--- src/rtl/daPkg.sv ---
`timescale 1ns/1ps
package daPkg;
  localparam int LANES      = 8;
  localparam int HALF_LANES = 4;
  localparam int CONST_FRAC = 12;
  localparam int ROM_W      = 16;

  typedef enum logic [1:0] {PH_IDLE, PH_LOAD, PH_ACC, PH_OUT} phase_t;

  typedef struct packed {
    logic captureHold;
    logic loadSlices;
    logic accStep;
    logic signStep;
    logic writeOut;
  } strobe_t;

  // rounded 4096-scaled cosine magnitudes, index = frequency k
  function automatic int kMag(input int k);
    case (k)
      0: return 1448;
      1: return 2009;
      2: return 1892;
      3: return 1703;
      4: return 1448;
      5: return 1138;
      6: return 784;
      default: return 400;
    endcase
  endfunction

  // unit u: 0..3 even half row u, 4..7 odd half row u-4; input j
  function automatic int weight(input int u, input int j);
    case (u * 4 + j)
      0, 4, 8, 12: return kMag(0);
      1:  return kMag(2);
      2:  return kMag(4);
      3:  return kMag(6);
      5:  return kMag(6);
      6:  return -kMag(4);
      7:  return -kMag(2);
      9:  return -kMag(6);
      10: return -kMag(4);
      11: return kMag(2);
      13: return -kMag(2);
      14: return kMag(4);
      15: return -kMag(6);
      16: return kMag(1);
      17: return kMag(3);
      18: return kMag(5);
      19: return kMag(7);
      20: return kMag(3);
      21: return -kMag(7);
      22: return -kMag(1);
      23: return -kMag(5);
      24: return kMag(5);
      25: return -kMag(1);
      26: return kMag(7);
      27: return kMag(3);
      28: return kMag(7);
      29: return -kMag(5);
      30: return kMag(3);
      default: return -kMag(1);
    endcase
  endfunction

  // table word: sum of the weights selected by the address bits
  function automatic logic signed [ROM_W-1:0] romWord(input int u, input logic [3:0] addr);
    int s;
    s = 0;
    for (int j = 0; j < 4; j++) begin
      if (addr[j]) s += weight(u, j);
    end
    return ROM_W'(s);
  endfunction
endpackage

--- src/rtl/daUnit.sv ---
`timescale 1ns/1ps
module daUnit
  import daPkg::*;
#(
  parameter int COEF_W = 12,
  parameter int ACC_W  = 28,
  parameter int UNIT   = 0
) (
  input  logic                    clk,
  input  logic                    rstN,
  input  logic                    clrIn,
  input  logic                    stepIn,
  input  logic                    signIn,
  input  logic [3:0]              addrLo,
  input  logic [3:0]              addrHi,
  output logic signed [ACC_W-1:0] accOut
);
  localparam int HALF = COEF_W / 2;
  localparam int PRE  = 2 * (HALF - 1);
  localparam int PW   = ROM_W + 2;

  logic signed [ROM_W-1:0] romLo, romHi;
  logic signed [PW-1:0]    part;

  always_comb begin
    romLo = romWord(UNIT, addrLo);
    romHi = romWord(UNIT, addrHi);
  end

  // merge both table halves; the top plane carries negative weight
  always_comb begin
    if (signIn) part = PW'(romLo) - (PW'(romHi) <<< 1);
    else        part = PW'(romLo) + (PW'(romHi) <<< 1);
  end

  always_ff @(posedge clk or negedge rstN) begin
    if (!rstN)       accOut <= '0;
    else if (clrIn)  accOut <= '0;
    else if (stepIn) accOut <= (accOut >>> 2) + (ACC_W'(part) <<< PRE);
  end
endmodule

--- src/rtl/daCtrl.sv ---
`timescale 1ns/1ps
module daCtrl
  import daPkg::*;
#(
  parameter int COEF_W = 12
) (
  input  logic    clk,
  input  logic    rstN,
  input  logic    startIn,
  output strobe_t strb,
  output logic    doneOut
);
  localparam int HALF  = COEF_W / 2;
  localparam int CNT_W = $clog2(HALF) + 1;
  localparam int LAT   = HALF + 2;

  phase_t           phase;
  logic [CNT_W-1:0] stepCnt;

  always_comb begin
    strb.captureHold = (phase == PH_IDLE) && startIn;
    strb.loadSlices  = (phase == PH_LOAD);
    strb.accStep     = (phase == PH_ACC);
    strb.signStep    = (phase == PH_ACC) && (stepCnt == CNT_W'(HALF - 1));
    strb.writeOut    = (phase == PH_OUT);
  end

  always_ff @(posedge clk or negedge rstN) begin
    if (!rstN) begin
      phase   <= PH_IDLE;
      stepCnt <= '0;
      doneOut <= 1'b0;
    end else begin
      doneOut <= strb.writeOut;
      case (phase)
        PH_IDLE: if (startIn) phase <= PH_LOAD;
        PH_LOAD: begin
          stepCnt <= '0;
          phase   <= PH_ACC;
        end
        PH_ACC: begin
          stepCnt <= stepCnt + 1'b1;
          if (stepCnt == CNT_W'(HALF - 1)) phase <= PH_OUT;
        end
        default: phase <= PH_IDLE;
      endcase
    end
  end

  // checker: count edges from an accepted start to the done pulse
  logic [CNT_W+1:0] chkCnt;
  logic             chkRun;
  always_ff @(posedge clk or negedge rstN) begin
    if (!rstN) begin
      chkCnt <= '0;
      chkRun <= 1'b0;
    end else if (strb.captureHold) begin
      chkCnt <= '0;
      chkRun <= 1'b1;
    end else if (chkRun) begin
      chkCnt <= chkCnt + 1'b1;
      if (doneOut) chkRun <= 1'b0;
    end
  end


  done_latency_chk: assert property (@(posedge clk) disable iff (!rstN)
    doneOut |-> (chkRun && chkCnt == (CNT_W+2)'(LAT)));


  done_single_chk: assert property (@(posedge clk) disable iff (!rstN)
    doneOut |=> !doneOut);
endmodule

--- src/rtl/daDatapath.sv ---
`timescale 1ns/1ps
module daDatapath
  import daPkg::*;
#(
  parameter int COEF_W = 12,
  parameter int OUT_W  = 16
) (
  input  logic                      clk,
  input  logic                      rstN,
  input  strobe_t                   strb,
  input  logic [LANES*COEF_W-1:0]   coefIn,
  output logic [LANES*OUT_W-1:0]    dataOut
);
  localparam int ACC_W    = ROM_W + COEF_W;
  localparam int SUM_W    = ACC_W + 1;
  localparam int HALF_ULP = 1 << (CONST_FRAC - 1);

  logic [COEF_W-1:0]       hold   [LANES];
  logic [COEF_W-1:0]       slices [LANES];
  logic signed [ACC_W-1:0] accVal [LANES];
  logic signed [OUT_W-1:0] outRow [LANES];

  function automatic logic signed [OUT_W-1:0] roundOut(input logic signed [SUM_W-1:0] v);
    logic signed [SUM_W-1:0] t;
    t = v + SUM_W'(HALF_ULP);
    return OUT_W'(t >>> CONST_FRAC);
  endfunction

  // holding registers, then parallel load into the bit-plane shifters
  always_ff @(posedge clk or negedge rstN) begin
    if (!rstN) begin
      for (int i = 0; i < LANES; i++) begin
        hold[i]   <= '0;
        slices[i] <= '0;
      end
    end else begin
      for (int i = 0; i < LANES; i++) begin
        if (strb.captureHold)     hold[i]   <= coefIn[i*COEF_W +: COEF_W];
        if (strb.loadSlices)      slices[i] <= hold[i];
        else if (strb.accStep)    slices[i] <= slices[i] >> 2;
      end
    end
  end

  for (genvar u = 0; u < LANES; u++) begin : g_unit
    localparam int PAR = (u >= HALF_LANES) ? 1 : 0;
    logic [3:0] aLo, aHi;
    for (genvar j = 0; j < 4; j++) begin : g_addr
      assign aLo[j] = slices[2*j+PAR][0];
      assign aHi[j] = slices[2*j+PAR][1];
    end
    daUnit #(.COEF_W(COEF_W), .ACC_W(ACC_W), .UNIT(u)) u_unit (
      .clk   (clk),
      .rstN  (rstN),
      .clrIn (strb.loadSlices),
      .stepIn(strb.accStep),
      .signIn(strb.signStep),
      .addrLo(aLo),
      .addrHi(aHi),
      .accOut(accVal[u])
    );
  end

  // butterfly: four adders to the low rows, four subtractors mirrored
  for (genvar m = 0; m < HALF_LANES; m++) begin : g_bfly
    logic signed [SUM_W-1:0] sumV, difV;
    assign sumV = SUM_W'(accVal[m]) + SUM_W'(accVal[m+HALF_LANES]);
    assign difV = SUM_W'(accVal[m]) - SUM_W'(accVal[m+HALF_LANES]);
    always_ff @(posedge clk or negedge rstN) begin
      if (!rstN) begin
        outRow[m]         <= '0;
        outRow[LANES-1-m] <= '0;
      end else if (strb.writeOut) begin
        outRow[m]         <= roundOut(sumV);
        outRow[LANES-1-m] <= roundOut(difV);
      end
    end
  end

  for (genvar n = 0; n < LANES; n++) begin : g_out
    assign dataOut[n*OUT_W +: OUT_W] = outRow[n];
  end

  logic slicesEmpty;
  always_comb begin
    slicesEmpty = 1'b1;
    for (int i = 0; i < LANES; i++) if (slices[i] != '0) slicesEmpty = 1'b0;
  end


  slices_drained_chk: assert property (@(posedge clk) disable iff (!rstN)
    strb.writeOut |-> slicesEmpty);
endmodule

--- src/rtl/daIdct8.sv ---
`timescale 1ns/1ps
module daIdct8
  import daPkg::*;
#(
  parameter int COEF_W = 12,
  parameter int OUT_W  = 16
) (
  input  logic                    clk,
  input  logic                    rstN,
  input  logic                    startIn,
  input  logic [8*COEF_W-1:0]     coefIn,
  output logic                    doneOut,
  output logic [8*OUT_W-1:0]      dataOut
);
  strobe_t strb;

  daCtrl #(.COEF_W(COEF_W)) u_ctrl (
    .clk    (clk),
    .rstN   (rstN),
    .startIn(startIn),
    .strb   (strb),
    .doneOut(doneOut)
  );

  daDatapath #(.COEF_W(COEF_W), .OUT_W(OUT_W)) u_dp (
    .clk    (clk),
    .rstN   (rstN),
    .strb   (strb),
    .coefIn (coefIn),
    .dataOut(dataOut)
  );


  out_hold_chk: assert property (@(posedge clk) disable iff (!rstN)
    !doneOut |-> $stable(dataOut));
endmodule

--- config.mk ---
export PLATFORM = sky130hd
export DESIGN_NAME = daIdct8
export DESIGN_NICKNAME = d
export VERILOG_FILES = /design/src/rtl/daPkg.sv /design/src/rtl/daUnit.sv /design/src/rtl/daCtrl.sv /design/src/rtl/daDatapath.sv /design/src/rtl/daIdct8.sv
export SDC_FILE = /design/constraint.sdc
export NUM_CORES = 2
export LEC_CHECK = 0
export CAP_MARGIN = 10
export CELL_PAD_IN_SITES_DETAIL_PLACEMENT = 1
export CELL_PAD_IN_SITES_GLOBAL_PLACEMENT = 1
export CORE_ASPECT_RATIO = 0.5
export CORE_MARGIN = 2
export CORE_UTILIZATION = 49
export CTS_CLUSTER_DIAMETER = 200
export DETAILED_ROUTE_END_ITERATION = 7
export HOLD_SLACK_MARGIN = 0.05
export MAX_ROUTING_LAYER = met4
export PLACE_DENSITY_LB_ADDON = 0.1
export SLEW_MARGIN = 40
export SYNTH_ARGS = -nofsm -noshare
export SYNTH_HDL_FRONTEND = slang
export SYNTH_SLANG_ARGS = --single-unit
--- constraint.sdc ---
create_clock -name clk -period 6.9 [get_ports clk]
set_input_delay 1.38 -clock clk [delete_from_list [all_inputs] [get_ports clk]]
set_output_delay 1.38 -clock clk [all_outputs]
set_load 0.01 [all_outputs]
# [Word-level counts from Yosys, hierarchy flattened]
# Index checks and enable logic that the tools add are counted.
[totals] elab_cells=281 input_bits=99 register_bits=551
[op_classes] eq_ne=6 n_addsub=89 muxes=146 n_reduce_logical=5
[op_table] op="$mux W16" n=92
[op_table] op="$add A16 B16 Y16" n=32
[op_table] op="$mux W28" n=16
[op_table] op="$add A12 B16 Y16" n=14
[op_table] op="$add A26 B28 Y28" n=8
[op_table] op="$add A28 B13 Y28 const B" n=8
[op_table] op="$mux W12" n=16
[op_table] op="$add A16 B17 Y18" n=8
[op_table] op="$mux W18" n=8
[op_table] op="$sub A16 B17 Y18" n=8
[op_table] op="$add A28 B28 Y28" n=4
[op_table] op="$sub A28 B28 Y28" n=4
[op_table] op="$mux W11" n=8
[op_table] op="$add A10 B16 Y16" n=2
[op_table] op="$mux W9" n=2
[op_table] op="$pmux W4 S2" n=1
[op_table] op="$pmux W2 S3" n=1
[op_table] op="$add A4 B1 Y4 const B" n=1
[op_table] op="$eq A2 B2 Y1 const B" n=2
[op_table] op="$eq A4 B3 Y1 const B" n=1
[op_table] op="$mux W2" n=2
[op_table] op="$ne A2 B2 Y1 const B" n=2
[op_table] op="$eq A2 B1 Y1 const B" n=1
[op_table] op="$logic_and A1 B1 Y1" n=2
[op_table] op="3 further kinds" n=3

# [Longest topological paths before layout]
[depth] ltp_word=12 ltp_mapped=29 ltp_nobuf=28

# [By module]
# A second synthesis with hierarchy kept.
[unflattened] cells_unflattened=6201 area_unflattened_um2=55121.6
[by_module_without_submodules] mod="daDatapath" cells_per_inst=2425 area_each_um2=23819.1 seq_area_each_um2=8007.7 n_inst=1
[by_module_without_submodules] mod="daUnit (u_dp.g_unit[6].u_unit)" cells_per_inst=564 area_each_um2=4398.0 seq_area_each_um2=700.7 n_inst=1
[by_module_without_submodules] mod="daUnit (u_dp.g_unit[7].u_unit)" cells_per_inst=524 area_each_um2=4266.6 seq_area_each_um2=700.7 n_inst=1
[by_module_without_submodules] mod="daUnit (u_dp.g_unit[5].u_unit)" cells_per_inst=497 area_each_um2=4018.9 seq_area_each_um2=700.7 n_inst=1
[by_module_without_submodules] mod="daUnit (u_dp.g_unit[4].u_unit)" cells_per_inst=455 area_each_um2=3811.2 seq_area_each_um2=700.7 n_inst=1
[by_module_without_submodules] mod="daUnit (u_dp.g_unit[1].u_unit)" cells_per_inst=445 area_each_um2=3721.1 seq_area_each_um2=700.7 n_inst=1
[by_module_without_submodules] mod="daUnit (u_dp.g_unit[0].u_unit)" cells_per_inst=440 area_each_um2=3669.8 seq_area_each_um2=700.7 n_inst=1
[by_module_without_submodules] mod="daUnit (u_dp.g_unit[2].u_unit)" cells_per_inst=408 area_each_um2=3508.4 seq_area_each_um2=700.7 n_inst=1
[by_module_without_submodules] mod="daUnit (u_dp.g_unit[3].u_unit)" cells_per_inst=399 area_each_um2=3464.6 seq_area_each_um2=700.7 n_inst=1
[by_module_without_submodules] mod="daCtrl" cells_per_inst=44 area_each_um2=444.2 seq_area_each_um2=175.2 n_inst=1

# [Least setup slack after synthesis]
# OpenSTA, ideal clock, no wires.
[synth_path] path_type="register to register" start="reg u_dp.slices, in the netlist u_dp.g_unit[4].aHi[2]" end="reg u_dp.g_unit[5].u_unit.accOut[27]" synth_period_minus_slack_ps=5888 setup_ps=121 arrival_time_ps=5767 slack_ps=1012 path_stages_with_launch=28 path_buffers=2 path_cell_list="dfrtp_1 buf_6 inv_1 clkbuf_1 ha_1 ha_1 inv_1 ha_1 o211ai_1 or4_1 o41ai_4 nand2b_1 o21ai_0 xor2_1 ha_1 and2_1 a22o_1 a311oi_1 nor2_1 a211o_1 a21oi_1 xnor2_1 ha_1 a21o_1 a41oi_1 xnor2_1 xnor2_1 a22o_1"
[synth_between] elab_chain_len=8 elab_cells_between_ends=9
[synth_lines] item="from (decl)" line_no="daDatapath.sv:19" source="logic [COEF_W-1:0] slices [LANES];"
[synth_lines] item="from (signal, indexed assignment)" line_no="daDatapath.sv:39" source="if (strb.loadSlices) slices[i] <= hold[i];"
[synth_lines] item="from (signal, indexed assignment)" line_no="daDatapath.sv:40" source="else if (strb.accStep) slices[i] <= slices[i] >> 2;"
[synth_lines] item="$mux W16 *" line_no="daPkg.sv:72" source="if (addr[j]) s += weight(u, j);"
[synth_lines] item="$add A16 B16 Y16" line_no="daPkg.sv:72"
[synth_lines] item="$mux W16 *" line_no="daPkg.sv:72"
[synth_lines] item="$add A16 B17 Y18 or $sub A16 B17 Y18 (tied branches)" line_no="daUnit.sv:33, daUnit.sv:32"
[synth_lines] item="$mux W18 *" line_no="daUnit.sv:32" source="if (signIn) part = PW'(romLo) - (PW'(romHi) <<< 1);"
[synth_lines] item="$add A26 B28 Y28 *" line_no="daUnit.sv:39" source="else if (stepIn) accOut <= (accOut >>> 2) + (ACC_W'(part) <<< PRE);"
[synth_lines] item="$mux W28 *" line_no="daUnit.sv:39"
[synth_lines] item="$mux W28 *" line_no="daUnit.sv:38" source="else if (clrIn) accOut <= '0;"
[synth_lines] item="to (signal assigned)" line_no="daUnit.sv:39"
[synth_lines] item="to (decl)" line_no="daUnit.sv:16" source="output logic signed [ACC_W-1:0] accOut"
# Every way passes the cells marked *; elsewhere a longest branch is shown, timed or not. The select of a mux whose other input is x is not followed.
# A chain may end at the register's enable or synchronous reset.

# [Worst setup path after layout]
[layout_path] start="reg u_ctrl.phase[0]" end="reg u_dp.g_unit[7].u_unit.accOut[27]"
[layout_between] elab_chain_len=6 elab_cells_between_ends=8
[layout_lines] item="from (decl)" line_no="daCtrl.sv:17" source="phase_t phase;"
[layout_lines] item="from (signal assigned)" line_no="daCtrl.sv:30" source="phase <= PH_IDLE;"
[layout_lines] item="from (signal assigned)" line_no="daCtrl.sv:36" source="PH_IDLE: if (startIn) phase <= PH_LOAD;"
[layout_lines] item="from (signal assigned)" line_no="daCtrl.sv:39" source="phase <= PH_ACC;"
[layout_lines] item="$eq A2 B2 Y1" line_no="daCtrl.sv:23, daCtrl.sv:24"
[layout_lines] item="$logic_and A1 B1 Y1" line_no="daCtrl.sv:24" source="strb.signStep = (phase == PH_ACC) && (stepCnt == CNT_W'(HALF - 1));"
[layout_lines] item="$mux W18" line_no="daUnit.sv:32"
[layout_lines] item="$add A26 B28 Y28" line_no="daUnit.sv:39"
[layout_lines] item="$mux W28" line_no="daUnit.sv:39"
[layout_lines] item="$mux W28" line_no="daUnit.sv:38"
[layout_lines] item="to (signal assigned)" line_no="daUnit.sv:39"
[layout_lines] item="to (decl)" line_no="daUnit.sv:16"
# Several ways; a longest one is shown, not always the timed one. The select of a mux whose other input is x is not followed.

==> flow_summary_export.csv <==
group,metric,value,unit
place,numPortBuffers,227,
worst_setup_path,crit_type,"reg -> reg",
timing,fin_crit,6.38,ns
synth,synth_area,49200,um2
synth,synth_compound_area_frac,0.174,
run,maxCapViolCount,0,
worst_setup_path,slowest_delay,0.68,ns
worst_setup_path,slowest_stage,"or4b_2",
timing,setup_viol,0,
clock_tree,clockBufferDepth,3,
drt,firstDrtPassIters,7,
die,die_h,228,um
finish,nFillCells,11500,
timing,maxSlewViolCount,0,
synth,synth_nets,6314,
worst_setup_path,critPathBufInv,2,
synth,yosysUniqueCellTypes,108,
finish,drive_gt1_frac,0.0849,
synth,syn_inst,5459,
die,io_pins,228,
synth,synth_ff_type,"dfrtp_1",
finish,nets,6475,
worst_setup_path,critPathLaunch,"u_ctrl.phase[0]",
outcome,status,"finished, final reports clean",
synth,ys_seq_elements,551,
synth,synth_xor_area_frac,0.0988,
synth,ys_warn_count,0,
finish,regArea,13800,um2
place,placed_area,53000,um2
worst_setup_path,arrival,6.95,ns
clock_tree,cts.clk_slew.worst_paths,0.07,ns
drt,wirelength,159000,um
timing,max_freq,157,MHz
synth,async_reset_ff_frac,1.00,
worst_setup_path,startpoint_type,"flop",
clock_tree,clock_latency,0.68,ns
place,gp_congestion,0.954,
timing,fin_setup_tns,0,ns
drt,drtIter0Drc,2543,
synth,synth-adder-area-share,0.194,
timing,hold_viol,0,
worst_hold_path,hold_path.class,"reg -> reg",
timing,rsz0062_at_grt,"no",
global_route,globalRouteOverflowTotal,0,
synth,synth-simple-area-share,0.136,
synth,synth.most_common_cell,"ha_1",
die,dieArea,103000,um2
global_route,grt_max_degree,131,
global_route,grt_pass1_wl,250000,um
worst_setup_path,path_cells,"inv_1, ha_1, inv_1, or2_2, a21oi_1, ha_1, nor2b_1, o21ai_0, a21boi_0, o21ai_0, a21oi_1, a21oi_1, xnor2_1, ha_1, nand3_1, or4b_2, a31oi_1, o41ai_1, o21ai_0, xnor2_1, xnor2_1, a22o_1",
worst_setup_path,required,7.47,ns
finish,multi_input_area,33100,um2
worst_setup_path,critPathTopFamily,"compound AO/OA/AOI/OAI gates",
drt,drtAntennaViolNets,0,
finish,area_growth,12.0,%
timing,worstMarginPinSlew,1.02,ns
drt,drcViolationCount,0,
worst_setup_path,r2r_start,"u_ctrl.phase[0]",
global_route,grt_pass1_vias,44100,
synth,synth.area.top_cells,"dfrtp_1 28%, ha_1 19%, xnor2_1 6.5%, mux2_2 4.6%, a21oi_1 3.8%",
clock_tree,cts_tree,"built",
synth,muxShareOfSynthArea,0.0675,
synth,avgSynthCellArea,9.01,um2
drt,vias,41800,
clock_tree,cts_sinks,551,
timing,slew_headroom,0.317,
synth,synth_top_area_frac,0.280,
synth,synth_top_family_by_area,"adder cells",
synth,ys_seq_area_frac,0.280,
synth,synthTopCellsByCount,"742 x ha_1, 551 x dfrtp_1, 407 x inv_1",
drt,wl_per_cell,22.7,um
worst_setup_path,end_kind,"flop",
clock_tree,cts_root_buffer,"clkbuf_16",
worst_setup_path,worstPathMaxFanout,15,
timing,period_share,0.924,
clock_tree,h-tree-depth,2,
global_route,antenna_found_initial,6,
die,num_rows,82,
die,start_util,0.493,
clock_tree,cts_buffers,56,
finish,design_area,55100,um2
synth,yosysTopAreaCell,"dfrtp_1",
drt,viasPerCell,5.96,
timing,skew,0.0377,ns
worst_hold_path,min-delay-start,"u_dp.dataOut[105]",
global_route,grt_usage,0.314,
place,dp.final_hpwl,124000,um
die,die_x,452,um
synth,synth_edf_count,0,
die,core,99800,um2
==> worst register-to-register path: stages, from the launching register on <==
cell and delay (ns):
dfrtp_1 0.45, inv_1 0.17, ha_1 0.30, inv_1 0.13, or2_2 0.55, a21oi_1 0.51
ha_1 0.32, nor2b_1 0.12, o21ai_0 0.20, a21boi_0 0.15, o21ai_0 0.32, a21oi_1 0.12
a21oi_1 0.18, xnor2_1 0.09, ha_1 0.40, nand3_1 0.10, or4b_2 0.68, a31oi_1 0.50
o41ai_1 0.20, o21ai_0 0.30, xnor2_1 0.19, xnor2_1 0.09, a22o_1 0.19
==> metal layers <==
metal,GRT usage,vias to the layer above,part of all wire
li1,-,19700,-
met3,0.0743,229,0.068
met4,0.0720,0,0.023
met2,0.471,832,0.44
met5,-,-,0
met1,0.427,21000,0.47
==> cell usage in the layout, fill, tap and decap left out, drive strengths merged, types with 16 or more instances in the layout <==
master	instances
ha	742
dfrtp	551
inv	417
a21oi	376
nor2	371
xnor2	367
o21ai	320
nand2	295
clkdlybuf4s50	226
mux2	199
xor2	180
nor3	116
or3	111
nand3	108
mux2i	106
a21o	94
buf	83
clkbuf	71
nor2b	70
nand2b	59
o22ai	58
a211oi	56
a22o	53
o21a	42
a31oi	41
o31ai	41
nand4	35
nand3b	31
and2	31
and3	30
o211ai	30
o21bai	29
or2	26
a211o	23
clkinv	20
o2bb2ai	18
a41oi	16
o41ai	16
==> layout make-up <==
type | instances | share of cell area
Sequential cell | 551 | 0.250
Clock inverter | 36 | 0.00810
Timing Repair Buffer | 311 | 0.0549
Antenna cell | 2 | 0.0000908
Clock buffer | 69 | 0.0278
Inverter | 416 | 0.0284
Multi-Input combinational cell | 4284 | 0.600
Tap cell | 1344 | 0.0305
==> registers in the layout, summed over array words and instances, names as in the netlist <==
name and flops:
u_dp.g_unit.aHi 8, u_dp.slices 80, u_ctrl.doneOut 1, u_ctrl.phase 2, u_dp.dataOut 128, u_dp.g_unit.u_unit.accOut 224, u_dp.hold 96, u_dp.g_unit.aLo 8
u_ctrl.stepCnt 4
==> through the flow <==
step / setup WS [ns] / instances / util / hold WS (ns)
after floorplan: 1.01 / 5459 / - / 0.462
after global placement: 0.627 / 6900 / 0.531 / 0.472
after detailed placement: 0.556 / 6901 / 0.531 / 0.473
after CTS: 0.544 / 7006 / 0.551 / 0.500
after global routing: 0.0988 / 7013 / 0.552 / 0.516
final: 0.523 / 7013 / 0.552 / 0.497
==> worst paths after layout <==
check	cells past startpoint	to	slack, ns
min in group asynchronous	1	u_dp.hold[94]	0.57
max in group asynchronous	3	u_dp.g_unit[6].u_unit.accOut[19]	4.94
min	2	u_dp.dataOut[105]	0.50
min reg2reg	2	u_dp.dataOut[105]	0.50
max reg2reg	22	u_dp.g_unit[7].u_unit.accOut[27]	0.52
max	22	u_dp.g_unit[7].u_unit.accOut[27]	0.52
==> kinds of logic (layout without fill, tap and decap cells) <==
logic type | Yosys count | count (layout)
buffers and inverters | 624 | 832
muxes | 305 | 305
and+or+nand+nor | 1343 | 1343
AOI/OAI and AO/OA | 1331 | 1331
adders and majority gates | 756 | 756
DFF | 551 | 551
other | 0 | 2
xor gates and xnor gates | 549 | 549
==> repair_timing <==
action	CTS	global route
hold buffers	0	0
buffers inserted	0	0
setup endpoints to repair	0	2
gates resized for setup	0	2
Power is left out: the tool's default activity adds up to more than one toggle a clock period on the data nets, which glitch-free logic cannot reach.
